### src/rtl/lrt_pkg.sv
package lrt_pkg;
  typedef enum logic [1:0] {
    CMD_GET  = 2'd0,
    CMD_GETX = 2'd1,
    CMD_UPG  = 2'd2,
    CMD_OTH  = 2'd3
  } cmd_e;

  typedef enum logic [2:0] {
    RES_MERGE = 3'd0,
    RES_NAK   = 3'd1,
    RES_DELAY = 3'd2,
    RES_OVF   = 3'd3,
    RES_ARB   = 3'd4
  } res_e;
endpackage

### src/rtl/lrt_first_set.sv
module lrt_first_set #(
  parameter int N = 8,
  localparam int IW = (N > 1) ? $clog2(N) : 1
) (
  input  logic [N-1:0]  vec,
  output logic          found,
  output logic [IW-1:0] idx
);
  // lowest set bit wins
  always_comb begin
    found = 1'b0;
    idx   = '0;
    for (int i = N - 1; i >= 0; i--) begin
      if (vec[i]) begin
        found = 1'b1;
        idx   = IW'(i);
      end
    end
  end
endmodule

### src/rtl/lrt_match.sv
module lrt_match #(
  parameter int ENTRIES = 8,
  parameter int ADDR_W  = 26
) (
  input  logic [ENTRIES-1:0] ent_valid,
  input  logic [ADDR_W-1:0]  ent_line [ENTRIES],
  input  logic [ADDR_W-1:0]  key,
  output logic [ENTRIES-1:0] hit
);
  for (genvar g = 0; g < ENTRIES; g++) begin : g_cmp
    assign hit[g] = ent_valid[g] && (ent_line[g] == key);
  end
endmodule

### src/rtl/lrt_decide.sv
module lrt_decide
  import lrt_pkg::*;
(
  input  cmd_e cmd,
  input  logic any_hit,
  input  logic hit_excl,
  input  logic tbl_full,
  output res_e verdict,
  output logic alloc
);
  logic cacheable;
  assign cacheable = (cmd != CMD_OTH);

  always_comb begin
    alloc = 1'b0;
    if (any_hit) begin
      if (!hit_excl && cmd == CMD_GET)      verdict = RES_MERGE;
      else if (hit_excl && cmd == CMD_UPG)  verdict = RES_NAK;
      else                                  verdict = RES_DELAY;
    end else if (tbl_full && (cmd == CMD_GET || cmd == CMD_GETX)) begin
      verdict = RES_OVF;
    end else begin
      verdict = RES_ARB;
      alloc   = cacheable && !tbl_full;
    end
  end
endmodule

### src/rtl/line_request_tracker.sv
module line_request_tracker
  import lrt_pkg::*;
#(
  parameter int ENTRIES = 8,
  parameter int ADDR_W  = 26,
  parameter int ID_W    = 4,
  localparam int IDX_W  = (ENTRIES > 1) ? $clog2(ENTRIES) : 1
) (
  input  logic              clk,
  input  logic              rst,
  input  logic              req_valid,
  input  logic [1:0]        req_cmd,
  input  logic [ADDR_W-1:0] req_line,
  input  logic [ID_W-1:0]   req_src,
  input  logic              ret_valid,
  input  logic [IDX_W-1:0]  ret_idx,
  output logic              rsp_valid,
  output logic [2:0]        rsp_code,
  output logic [IDX_W-1:0]  rsp_idx,
  output logic [ID_W-1:0]   rsp_owner
);
  logic [ENTRIES-1:0] tbl_valid;
  logic [ENTRIES-1:0] tbl_excl;
  logic [ADDR_W-1:0]  tbl_line [ENTRIES];
  logic [ID_W-1:0]    tbl_src  [ENTRIES];

  logic [ENTRIES-1:0] hit_vec;
  logic               any_hit, any_free;
  logic [IDX_W-1:0]   hit_idx, free_idx;
  logic               tbl_full;
  res_e               verdict;
  logic               alloc;
  logic               alloc_en;
  cmd_e               cmd;

  assign cmd      = cmd_e'(req_cmd);
  assign tbl_full = &tbl_valid;

  lrt_match #(.ENTRIES(ENTRIES), .ADDR_W(ADDR_W)) u_match (
    .ent_valid (tbl_valid),
    .ent_line  (tbl_line),
    .key       (req_line),
    .hit       (hit_vec)
  );

  lrt_first_set #(.N(ENTRIES)) u_hit_pick (
    .vec   (hit_vec),
    .found (any_hit),
    .idx   (hit_idx)
  );

  lrt_first_set #(.N(ENTRIES)) u_free_pick (
    .vec   (~tbl_valid),
    .found (any_free),
    .idx   (free_idx)
  );

  lrt_decide u_decide (
    .cmd      (cmd),
    .any_hit  (any_hit),
    .hit_excl (tbl_excl[hit_idx]),
    .tbl_full (tbl_full),
    .verdict  (verdict),
    .alloc    (alloc)
  );

  assign alloc_en = req_valid && alloc && any_free;

  // table state: retire first, allocation (always to a free slot) after
  always_ff @(posedge clk) begin
    if (rst) begin
      tbl_valid <= '0;
      tbl_excl  <= '0;
    end else begin
      if (ret_valid) tbl_valid[ret_idx] <= 1'b0;
      if (alloc_en) begin
        tbl_valid[free_idx] <= 1'b1;
        tbl_excl[free_idx]  <= (cmd != CMD_GET);
      end
    end
  end

  // payload storage without reset
  always_ff @(posedge clk) begin
    if (alloc_en) begin
      tbl_line[free_idx] <= req_line;
      tbl_src[free_idx]  <= req_src;
    end
  end

  // registered verdict
  always_ff @(posedge clk) begin
    if (rst) begin
      rsp_valid <= 1'b0;
      rsp_code  <= '0;
      rsp_idx   <= '0;
      rsp_owner <= '0;
    end else begin
      rsp_valid <= req_valid;
      if (req_valid) begin
        rsp_code <= verdict;
        if (any_hit) begin
          rsp_idx   <= hit_idx;
          rsp_owner <= tbl_src[hit_idx];
        end else begin
          rsp_idx   <= alloc_en ? free_idx : '0;
          rsp_owner <= '0;
        end
      end
    end
  end

  AST_RSP_FOLLOWS_REQ: assert property (@(posedge clk) disable iff (rst)
    req_valid |=> rsp_valid);
  AST_NO_RSP_IDLE: assert property (@(posedge clk) disable iff (rst)
    !req_valid |=> !rsp_valid);
  AST_MERGE_ONLY_GET: assert property (@(posedge clk) disable iff (rst)
    req_valid && cmd != CMD_GET |=> rsp_code != RES_MERGE);
  AST_NAK_ONLY_UPG: assert property (@(posedge clk) disable iff (rst)
    req_valid && cmd != CMD_UPG |=> rsp_code != RES_NAK);
  AST_OVF_NEEDS_FULL: assert property (@(posedge clk) disable iff (rst)
    req_valid && !tbl_full |=> rsp_code != RES_OVF);
  AST_ALLOC_GROWS: assert property (@(posedge clk) disable iff (rst)
    alloc_en && !ret_valid |=> $countones(tbl_valid) == $past($countones(tbl_valid)) + 1);
  AST_OVF_KEEPS_TABLE: assert property (@(posedge clk) disable iff (rst)
    req_valid && verdict == RES_OVF && !ret_valid |=> $stable(tbl_valid));
endmodule

### config.mk
export PLATFORM = sky130hd
export DESIGN_NAME = line_request_tracker
export DESIGN_NICKNAME = d
export VERILOG_FILES = /design/src/rtl/lrt_pkg.sv /design/src/rtl/lrt_first_set.sv /design/src/rtl/lrt_match.sv /design/src/rtl/lrt_decide.sv /design/src/rtl/line_request_tracker.sv
export SDC_FILE = /design/constraint.sdc
export NUM_CORES = 1
export LEC_CHECK = 0
export ABC_AREA = 1
export CAP_MARGIN = 10
export CORE_UTILIZATION = 35
export DETAILED_ROUTE_END_ITERATION = 8
export GPL_TIMING_DRIVEN = 0
export PLACE_DENSITY = 0.56
export SYNTH_ARGS = -nofsm -noshare
export SYNTH_HDL_FRONTEND = slang
export SYNTH_HIERARCHICAL = 1
export SYNTH_SLANG_ARGS = --single-unit
### constraint.sdc
create_clock -name clk -period 8.8 [get_ports clk]
set_clock_uncertainty 0.05 [all_clocks]
set_input_delay 1.76 -clock clk [delete_from_list [all_inputs] [get_ports clk]]
set_output_delay 1.76 -clock clk [all_outputs]
set_load 0.05 [all_outputs]
Word-level counts from Yosys, hierarchy flattened
Memory sizes are Yosys's and may differ from the RTL's.
Cells that the tools add are included.
Storage, ports and cells
  bits in registers: 235
  memories kept: 1
  bits in writable memories: 32
  input port bits: 39
  logic and storage cells: 117
  output and inout bits: 11
Operators by class
  muxes and demuxes: 56
  reductions and logical operators: 23
  bitwise gates (word level): 5
  equal/unequal tests: 11
  $lt $le $gt $ge: 7
Memory list
  tbl_src: words 8, width 4, read ports 1, clocked after memory_dff 0, wr ports 1, RTL line line_request_tracker.sv:25  | logic [ID_W-1:0] tbl_src [ENTRIES];
Operators by type and width (number)
  208-bit bitwise mux: 1
  26-bit equality test: 8
  26-bit demux with 3-bit select: 1
  3-bit two-way mux: 21
  26-bit two-way mux: 1
  8-bit two-way mux: 3
  1-bit two-way mux: 23
  1-bit logical AND: 17
  8-bit NOT: 2
  3-bit by 4-bit < comparator with 1-bit output (second input constant): 3
  8-bit AND: 1
  8-bit bitwise mux: 1
  8-bit bitwise OR: 1
  8-bit AND reduction: 1
  1-bit demux with 3-bit select: 2
  3-bit by 1-bit greater-or-equal comparator with 1-bit output (second input constant): 2
  4-bit greater-or-equal comparator (second input constant): 1
  4-bit by 1-bit < comparator with 1-bit output (second input constant): 1
  4-bit two-way mux: 1
  3-bit NOT with 4-bit output: 1
  1-bit binary-select mux with 3-bit select: 1
  2-bit by 1-bit equality test with 1-bit output (second input constant): 1
  2-bit equality test (second input constant): 1
  1-bit logical NOT: 2
  other kinds (5): 5

Logic depth before layout (Yosys ltp)
Gate-level depths: netlist (run 1).
  depth in word-level cells: 16
  gate-level depth with buffers: 28
  depth with buffers taken out: 26

Modules after synthesis
The synthesis (run 1) kept the hierarchy.
Modules (own cells, without submodules)
  line_request_tracker: instances 1, area an instance 8750.9 µm², sequential area each 7747.4 µm², cells each 501
  lrt_match: instances 1, area an instance 3973.8 µm², sequential area each 0.0 µm², cells each 972
  lrt_first_set: instances 2, area an instance 98.8 µm², sequential area each 0.0 µm², cells each 22
  lrt_decide: instances 1, area an instance 60.1 µm², sequential area each 0.0 µm², cells each 14

Worst setup path after synthesis (run 1)
OpenSTA, ideal clock, no wires.
  kind: input to register
  start: input req_line[3]
  end: register tbl_line[156] (netlist bit) (enable)
  data required time: 8.365 ns
  cell stages on the path: 19
  arrival: 4.126 ns
  path slack: 4.239 ns
  setup time: 0.385 ns
  buffers on the path: 1
  path through: buf_4 > inv_1 > nand2_1 > o21ai_0 > nor2_1 > nand2_1 > nor2_1 > nand2_1 > nor2_2 > or2_1 > nor3_2 > nand2_1 > nor2_1 > o21ai_0 > inv_1 > nand3_2 > nor2_4 > nand2_1 > inv_1
On the way
  cells in the longest elaborated chain, start to end: 13
  elaborated cells between the ends (all ways): 27
  classes of those cells: eq/ne: 8; mux: 9; reduce/logical: 10
RTL lines
  from (decl): RTL line line_request_tracker.sv:13  | input logic [ADDR_W-1:0] req_line,
  26-bit equality test: RTL line lrt_match.sv:11  | assign hit[g] = ent_valid[g] && (ent_line[g] == key);
  1-bit logical AND: RTL line lrt_match.sv:11
  via hit_vec[7]: RTL line line_request_tracker.sv:27  | logic [ENTRIES-1:0] hit_vec;
  1-bit two-way mux (8 in series): RTL line lrt_first_set.sv:14  | if (vec[i]) begin
  via any_hit: RTL line line_request_tracker.sv:28  | logic any_hit, any_free;
  1-bit two-way mux: RTL line lrt_decide.sv:16  | if (any_hit) begin
  via alloc: RTL line line_request_tracker.sv:32  | logic alloc;
  1-bit logical AND (2 in series): RTL line line_request_tracker.sv:67  | assign alloc_en = req_valid && alloc && any_free;
  to (signal, indexed assignment): RTL line line_request_tracker.sv:86  | tbl_line[free_idx] <= req_line;
  to (decl): RTL line line_request_tracker.sv:24  | logic [ADDR_W-1:0] tbl_line [ENTRIES];
The timed path passes the listed nets, and every way through them passes these cells.
A chain may end at the register's enable or synchronous reset.

Final worst setup path (run 1)
  start: input req_line[8]
  end: register tbl_line[180] (netlist bit) (enable)
On the way
  elaborated cells between the ends (all ways): 27
  classes of those cells: eq/ne: 8; mux: 9; reduce/logical: 10
RTL lines (RTL line)
  26-bit equality test: lrt_match.sv:11
  1-bit logical AND: lrt_match.sv:11
  via hit_vec[6]: line_request_tracker.sv:27
  1-bit two-way mux (7 in series): lrt_first_set.sv:14
  via any_hit: line_request_tracker.sv:28
  1-bit two-way mux: lrt_decide.sv:16
  via alloc: line_request_tracker.sv:32
  1-bit logical AND (2 in series): line_request_tracker.sv:67
The timed path passes the listed nets, and every way through them passes these cells.

==> run metrics, run 1 <==
kind of start point of the critical path=primary input; DIE WIDTH=195 um; TritonRoute pass-1 iters=5; clock latency on the worst-skew pair=0.54 ns; result of the run=finished, final reports clean; most common cell after layout, fill and taps aside=nand2_1; violation count after the first detailed-routing iteration=646; clock buffer count from CTS=29; fraction of the yosys area taken by sequential cells=59.7%; highest-delay cell along the critical path=clkdlybuf4s50_1; maximum number of pins on one net before global-route repair=32; commonest non-fill, non-tap cells in the layout=nand2_1 (649), inv_1 (266), edfxtp_1 (240), nor2_1 (152), clkdlybuf4s50_1 (49); clock power share=44.8%; P_sw=0.637 mW; count of final setup violators=0; via/cell ratio=4.61; post-layout utilization of the core=41.3%; number of standard cells after synthesis=1531; Post-Synthesis Mean Instance Area=8.48 sq um; pre-CTS WS=2.40 ns; Int Pwr=2.27 mW; source of the critical timing path=req_line[8]; part of the power in registers=48.5%; Reg2Reg Launch Point=tbl_line[49]; die area=37900 sq um; largest cells by area after synthesis=edfxtp_1 (56%), nand2_1 (19%), inv_1 (7.9%), nor2_1 (4.4%), dfxtp_1 (4.2%); clock transition at the register clock pins on the worst setup and hold paths after CTS=0.06 ns; total congestion overflow after global routing=0; TritonCTS clock tree=yes; Sum Neg Setup Slack=0 ns; total of buffers placed on input and output ports=49; Synth Register Bits=267; vias in the first global route=9482; first-pass GRT wire length=54900 um; critical-path cell list=clkdlybuf4s50_1, buf_4, inv_1, nor2_1, nor2_1, nand2_1, nor2_1, nand3_1, nor2_1, or2_1, nor3_2, nand2_1, nor2_1, o21ai_0, inv_1, nand3_2, nor2_4, nand2_1, inv_2; Data arrival, critical path=5.99 ns; net switching share of the total power=21.9%; number of failing hold endpoints at the final stage=0; layout cell share with drive strength beyond 1=5.88%; Fillers=3555; height of the die=195 um; Core Box Area=36500 sq um; combinational cell fraction of total power=6.7%; final worst path period share=66.8%; end of the worst register-to-register path=tbl_line[180]; routed length per placed instance=16.9 um; # Max-Cap Violations=0; number of cells traversed by the worst register-to-register path=16; setup repair bufs after CTS=0; type of the worst min-delay path=register to register; Setup WS post-layout=2.93 ns; initial standard-cell utilization of the core=35.5%; reported leakage power=6.83 nW; type of the setup path with the least slack=primary input to register; overall global routing resource usage=19.1%; Yosys Warn Count=6; hold path depth=2; final critical path time including I/O delays and setup=5.87 ns; Final ANT Viol Nets=0; buffer type at the clock tree root=clkbuf_16; area growth from synthesis to layout=16.1%; endpoint with the worst hold slack=tbl_excl[1]; hold_buf cts=0; worst ir drop on vdd=0.128 mV; Max Fanout on Critical Path=30; diode count=0; post-synth net total=1570; initial antenna violation count=0; hold_ws=0.413 ns; half-perimeter wire length after placement=24900 um; largest buffer count on any clock path=3; endpoint required time on the critical path=8.91 ns; TritonCTS Sinks=267; Final Net Count=1650; placer congestion estimate=0.917; total detailed-routing wirelength=35500 um; category of the worst setup path capture point=register; via count=9674; H-tree lvl count=1; maximum frequency from static timing analysis=170 MHz; area share of the largest cell type after synthesis=55.5%; crit-path max cell delay=0.80 ns; setup slack of the most critical reg-to-reg path=5.07 ns; Crit path buffers/inverters=5; RSZ-0062 raised after global routing=no; Worst Hold Launch=tbl_excl[1]; number of different library cells in the post-synthesis netlist=29; CTS-repair resized insts=0; worst slew pin tran=0.921 ns; family with the most delay on the worst path=simple AND/OR/NAND/NOR gates; Cell Area, Synth=13000 sq um; cell row count=70; DRC errors left=0; cell repeated most along the worst path=nor2_1; worst rel slew slack=38.5%; io pins=50; number of slew-limit violations in the final report=0; area leader, netlist=edfxtp_1; power density over the cells=193 nW/um^2
worst reg2reg max path, stage by stage (launching register included):
cell	delay [ns]
edfxtp_1	0.39
o21ai_0	0.32
nor2_1	0.07
nand2_1	0.06
nor2_1	0.03
nand2_1	0.10
nor2_1	0.06
or2_1	0.23
nor3_2	0.26
nand2_1	0.25
nor2_1	0.17
o21ai_0	0.10
inv_1	0.07
nand3_2	0.15
nor2_4	0.19
nand2_1	0.14
inv_2	0.66
power by group through the flow:
stage / sequential [mW] / clock, mW / combinational [mW]
4_1_cts: 1.41 / 1.33 / 0.195
6_report: 1.41 / 1.30 / 0.195
2_1_floorplan: 1.44 / 0 / 0.103
5_1_grt: 1.41 / 1.37 / 0.215
3_5_place_dp: 1.44 / 0 / 0.194
3_3_place_gp: 1.44 / 0 / 0.192
metal layers:
metal | global-route usage (%) | wire length [um] | vias to the layer above
met2 | 32.7 | 17000 | 244
met4 | 4.50 | 676 | 0
li1 | - | - | 4845
met5 | 0 | 0 | -
met3 | 1.80 | 1840 | 43
met1 | 26.2 | 16000 | 4542
stage by stage:
stage	std cells	area, sq um	power, mW
detailed placement	2048	14100	1.63
floorplan	1531	13000	1.54
CTS	2100	15100	2.93
global route	2100	15100	3.00
global placement	2048	14100	1.63
finish	2100	15100	2.90
cell families (layout without fill, tap and decap cells):
logic type                count (synthesis)  count (layout)  share of synthesized area (%)
AOI/OAI and AO/OA                        56              56                           2.30
buffers and inverters                   312             413                           9.78
DFF                                     267             267                           59.7
xor gates and xnor gates                 37              37                           2.50
and+or+nand+nor                         859             859                           25.7
state kept, by name (all words and copies together), names as in the netlist:
register / cells
rsp_code: 3
rsp_idx: 3
tbl_line: 208
rsp_owner: 4
tbl_excl: 8
tbl_valid: 8
rsp_valid: 1
tbl_src: 32
how the worst max path moves through the flow:
stage               depth (start not counted)            end  slack, ns
CTS                                        19  tbl_line[180]       2.95
finish                                     19  tbl_line[180]       2.93
global placement                           21  tbl_line[115]       1.73
detailed placement                         19  tbl_line[161]       2.40
global route                               23    tbl_excl[3]       2.70
floorplan                                  19  tbl_line[156]       4.24
cell usage after synthesis (all sizes together):
master,instances
nor2,160
dfxtp,27
clkbuf,1
o22ai,1
inv,274
a31oi,4
nand2,650
a21boi,5
edfxtp,240
nor3,2
o21ai,32
a21oi,14
xnor2,29
clkinv,3
buf,34
nand4,4
or2,3
xor2,8
nand3,40
area by class of cell:
cell class	instances	area (sq um)	area share [%]
Buffer	35	230	1.53
Tap cell	468	586	3.89
Sequential cell	267	7750	51.4
Timing Repair Buffer	49	490	3.25
Inverter	277	1040	6.92
Clock buffer	32	737	4.89
Multi-Input combinational cell	952	3970	26.3
Clock inverter	20	274	1.82
Note: power is estimated with default switching activity, not from simulation.
==> run 2, diff against run 1 <==
==> constraint.sdc (replaced) <==
create_clock -name clk -period 6 [get_ports clk]
set_clock_uncertainty 0.05 [all_clocks]
set_input_delay 1.2 -clock clk [delete_from_list [all_inputs] [get_ports clk]]
set_output_delay 1.2 -clock clk [all_outputs]
set_load 0.05 [all_outputs]
==> results of run 2 <==
Same layout as run 1 (identical final DEF). Status: finished, final reports clean.
Main changes from that run: setup slack after placement 2.40 ns -> 0.156 ns; setup slack after layout 2.93 ns -> 0.685 ns; register-to-register setup slack 5.07 ns -> 2.27 ns; total power 2.90 mW -> 4.26 mW; worst IR drop on VDD 0.128 mV -> 0.187 mV
==> run 3, diff against run 2 <==
--- a/config.mk
+++ b/config.mk
@@ -6,7 +6,9 @@
 export NUM_CORES = 1
 export LEC_CHECK = 0
 export ABC_AREA = 1
+export ABC_CLOCK_PERIOD_IN_PS = 6000
 export CAP_MARGIN = 10
+export CORE_ASPECT_RATIO = 0.5
 export CORE_UTILIZATION = 35
 export DETAILED_ROUTE_END_ITERATION = 8
 export GPL_TIMING_DRIVEN = 0
==> run 3 against run 2 <==
  * Register-to-register slack gained 0.02 ns
  * Power shrank 2.2%
  * Clock power shrank 5%
  * Flip-flop and latch count is the same
  * Largest power group unchanged
  * Sequential power is essentially flat
  * Sequential share of layout area is essentially flat
  * Combinational power grew 3%
  * First-iteration DRC count grew 33%
==> run metrics, run 3 (synthesis results as in run 1) <==
result of the run=finished, final reports clean; layout cell share with drive strength beyond 1=5.95%; worst rel slew slack=37.5%; setup repair bufs after CTS=0; DRC errors left=0; type of the setup path with the least slack=primary input to register; clock transition at the register clock pins on the worst setup and hold paths after CTS=0.06 ns; Final Total Pwr=4.16 mW; cell row count=49; commonest non-fill, non-tap cells in the layout=nand2_1 (649), inv_1 (266), edfxtp_1 (240), nor2_1 (152), clkdlybuf4s50_1 (49); Data arrival, critical path=5.20 ns; part of the power in registers=49.6%; combinational cell fraction of total power=7.0%; Final ANT Viol Nets=0; total detailed-routing wirelength=35900 um; hold_ws=0.425 ns; initial antenna violation count=0; register bank with the most flops=tbl_line; buffer type at the clock tree root=clkbuf_16; vias in the first global route=8725; area of combinational cells with multiple inputs=3970 sq um; Int Pwr=3.23 mW; # Max-Cap Violations=0; Storage cell area=7750 sq um; worst slew pin tran=0.937 ns; Fillers=3596; crit-path max cell delay=0.76 ns; area growth from synthesis to layout=16.1%; count of final setup violators=0; CTS-repair resized insts=0; TritonCTS Sinks=267; via count=9632; critical-path cell list=clkdlybuf4s50_1, buf_4, inv_1, nand2_1, nand2_1, nor2_1, nand2_1, nor2_1, nand2_1, nor2_2, inv_1, nand4_1, inv_1, nand2_1, nor2_1, o21ai_0, inv_1, nand3_2, nor2_4, nand2_1, clkinv_2; net switching share of the total power=22.5%; clock buffer count from CTS=27; end of the worst register-to-register path=tbl_line[115]; clock power share=43.4%; via/cell ratio=4.55; initial standard-cell utilization of the core=35.8%; endpoint with the worst hold slack=tbl_excl[1]; power density over the cells=276 nW/um^2; DIE WIDTH=274 um; P_sw=0.936 mW; setup slack of the most critical reg-to-reg path=2.29 ns; overall global routing resource usage=18.8%; category of the worst setup path capture point=register; most common cell after layout, fill and taps aside=nand2_1; Sum Neg Setup Slack=0 ns; die area=37900 sq um; type of the worst min-delay path=register to register; largest buffer count on any clock path=3; maximum frequency from static timing analysis=193 MHz; endpoint required time on the critical path=6.01 ns; first-pass GRT wire length=52900 um; TritonCTS clock tree=yes; number of cells traversed by the worst register-to-register path=17; pre-CTS WS=0.288 ns; violation count after the first detailed-routing iteration=858; io pins=50; hold path depth=2; Setup WS post-layout=0.809 ns; post-layout utilization of the core=41.6%; highest-delay cell along the critical path=clkdlybuf4s50_1; diode count=0; cell repeated most along the worst path=nand2_1; reported leakage power=6.83 nW; maximum number of pins on one net before global-route repair=32; TritonRoute pass-1 iters=5; routed length per placed instance=17.0 um; Worst Hold Launch=tbl_excl[1]; hold_buf cts=0; largest registers ranked by flip-flop count=tbl_line x208, tbl_src x32; Reg2Reg Launch Point=tbl_valid[2]; total of buffers placed on input and output ports=49; Largest register FFs=208; clock latency on the worst-skew pair=0.55 ns; number of slew-limit violations in the final report=0; kind of start point of the critical path=primary input; Core Box Area=36200 sq um; height of the die=138 um; H-tree lvl count=1; total congestion overflow after global routing=0; number of failing hold endpoints at the final stage=0; worst ir drop on vdd=0.186 mV; RSZ-0062 raised after global routing=no; placer congestion estimate=0.871; Final Net Count=1651; final critical path time including I/O delays and setup=5.19 ns; final worst path period share=86.5%; Max Fanout on Critical Path=31; half-perimeter wire length after placement=25200 um
-- run 3: layout make-up --
class / count / area share, %
flip-flops and latches: 267 / 51.4
plain buffers: 35 / 1.53
multi-input cells: 952 / 26.3
inverters: 277 / 6.91
repair buffers: 52 / 3.75
well taps: 484 / 4.02
clock buffers: 32 / 4.61
clock inverters: 16 / 1.51
-- run 3: power groups by stage --
| stage | combinational (mW) | clock [mW] | sequential (mW) |
|---|---|---|---|
| 3_3_place_gp | 0.284 | 0 | 2.11 |
| 4_1_cts | 0.293 | 1.84 | 2.06 |
| 6_report | 0.293 | 1.81 | 2.06 |
| 3_5_place_dp | 0.291 | 0 | 2.10 |
| 5_1_grt | 0.321 | 1.90 | 2.07 |
| 2_1_floorplan | 0.151 | 0 | 2.11 |
-- run 3: through the flow --
step                      cells  area [sq um]
after global routing       2115         15100
after floorplan            1531         13000
after detailed placement   2067         14200
after CTS                  2115         15100
after global placement     2064         14100
final                      2115         15100
-- run 3: how the worst max path moves through the flow --
| stage | startpoint | to | slack (ns) | cells after the start |
|---|---|---|---|---|
| finish | req_line[13] | tbl_line[115] | 0.81 | 21 |
| global route | req_line[3] | tbl_src[4][1] | 0.53 | 20 |
| CTS | req_line[3] | tbl_line[101] | 0.86 | 20 |
| detailed placement | req_line[3] | tbl_line[83] | 0.29 | 20 |
| global placement | req_line[13] | tbl_line[75] | -0.52 | 21 |
| floorplan | req_line[3] | tbl_line[156] | 2.00 | 19 |
-- run 3: worst max-delay path: cells and delay by family --
family / cells / cell delay (ns)
buffers and inverters: 7 / 2.12
and+or+nand+nor: 13 / 1.72
AOI/OAI and AO/OA: 1 / 0.10
-- run 3: routing by layer --
layer	global-route usage, %	up-vias	wire length [um]
li1	-	4839	-
met2	28.7	280	15700
met4	4.33	0	753
met3	2.62	48	2540
met1	28.3	4465	16900
met5	0	-	0
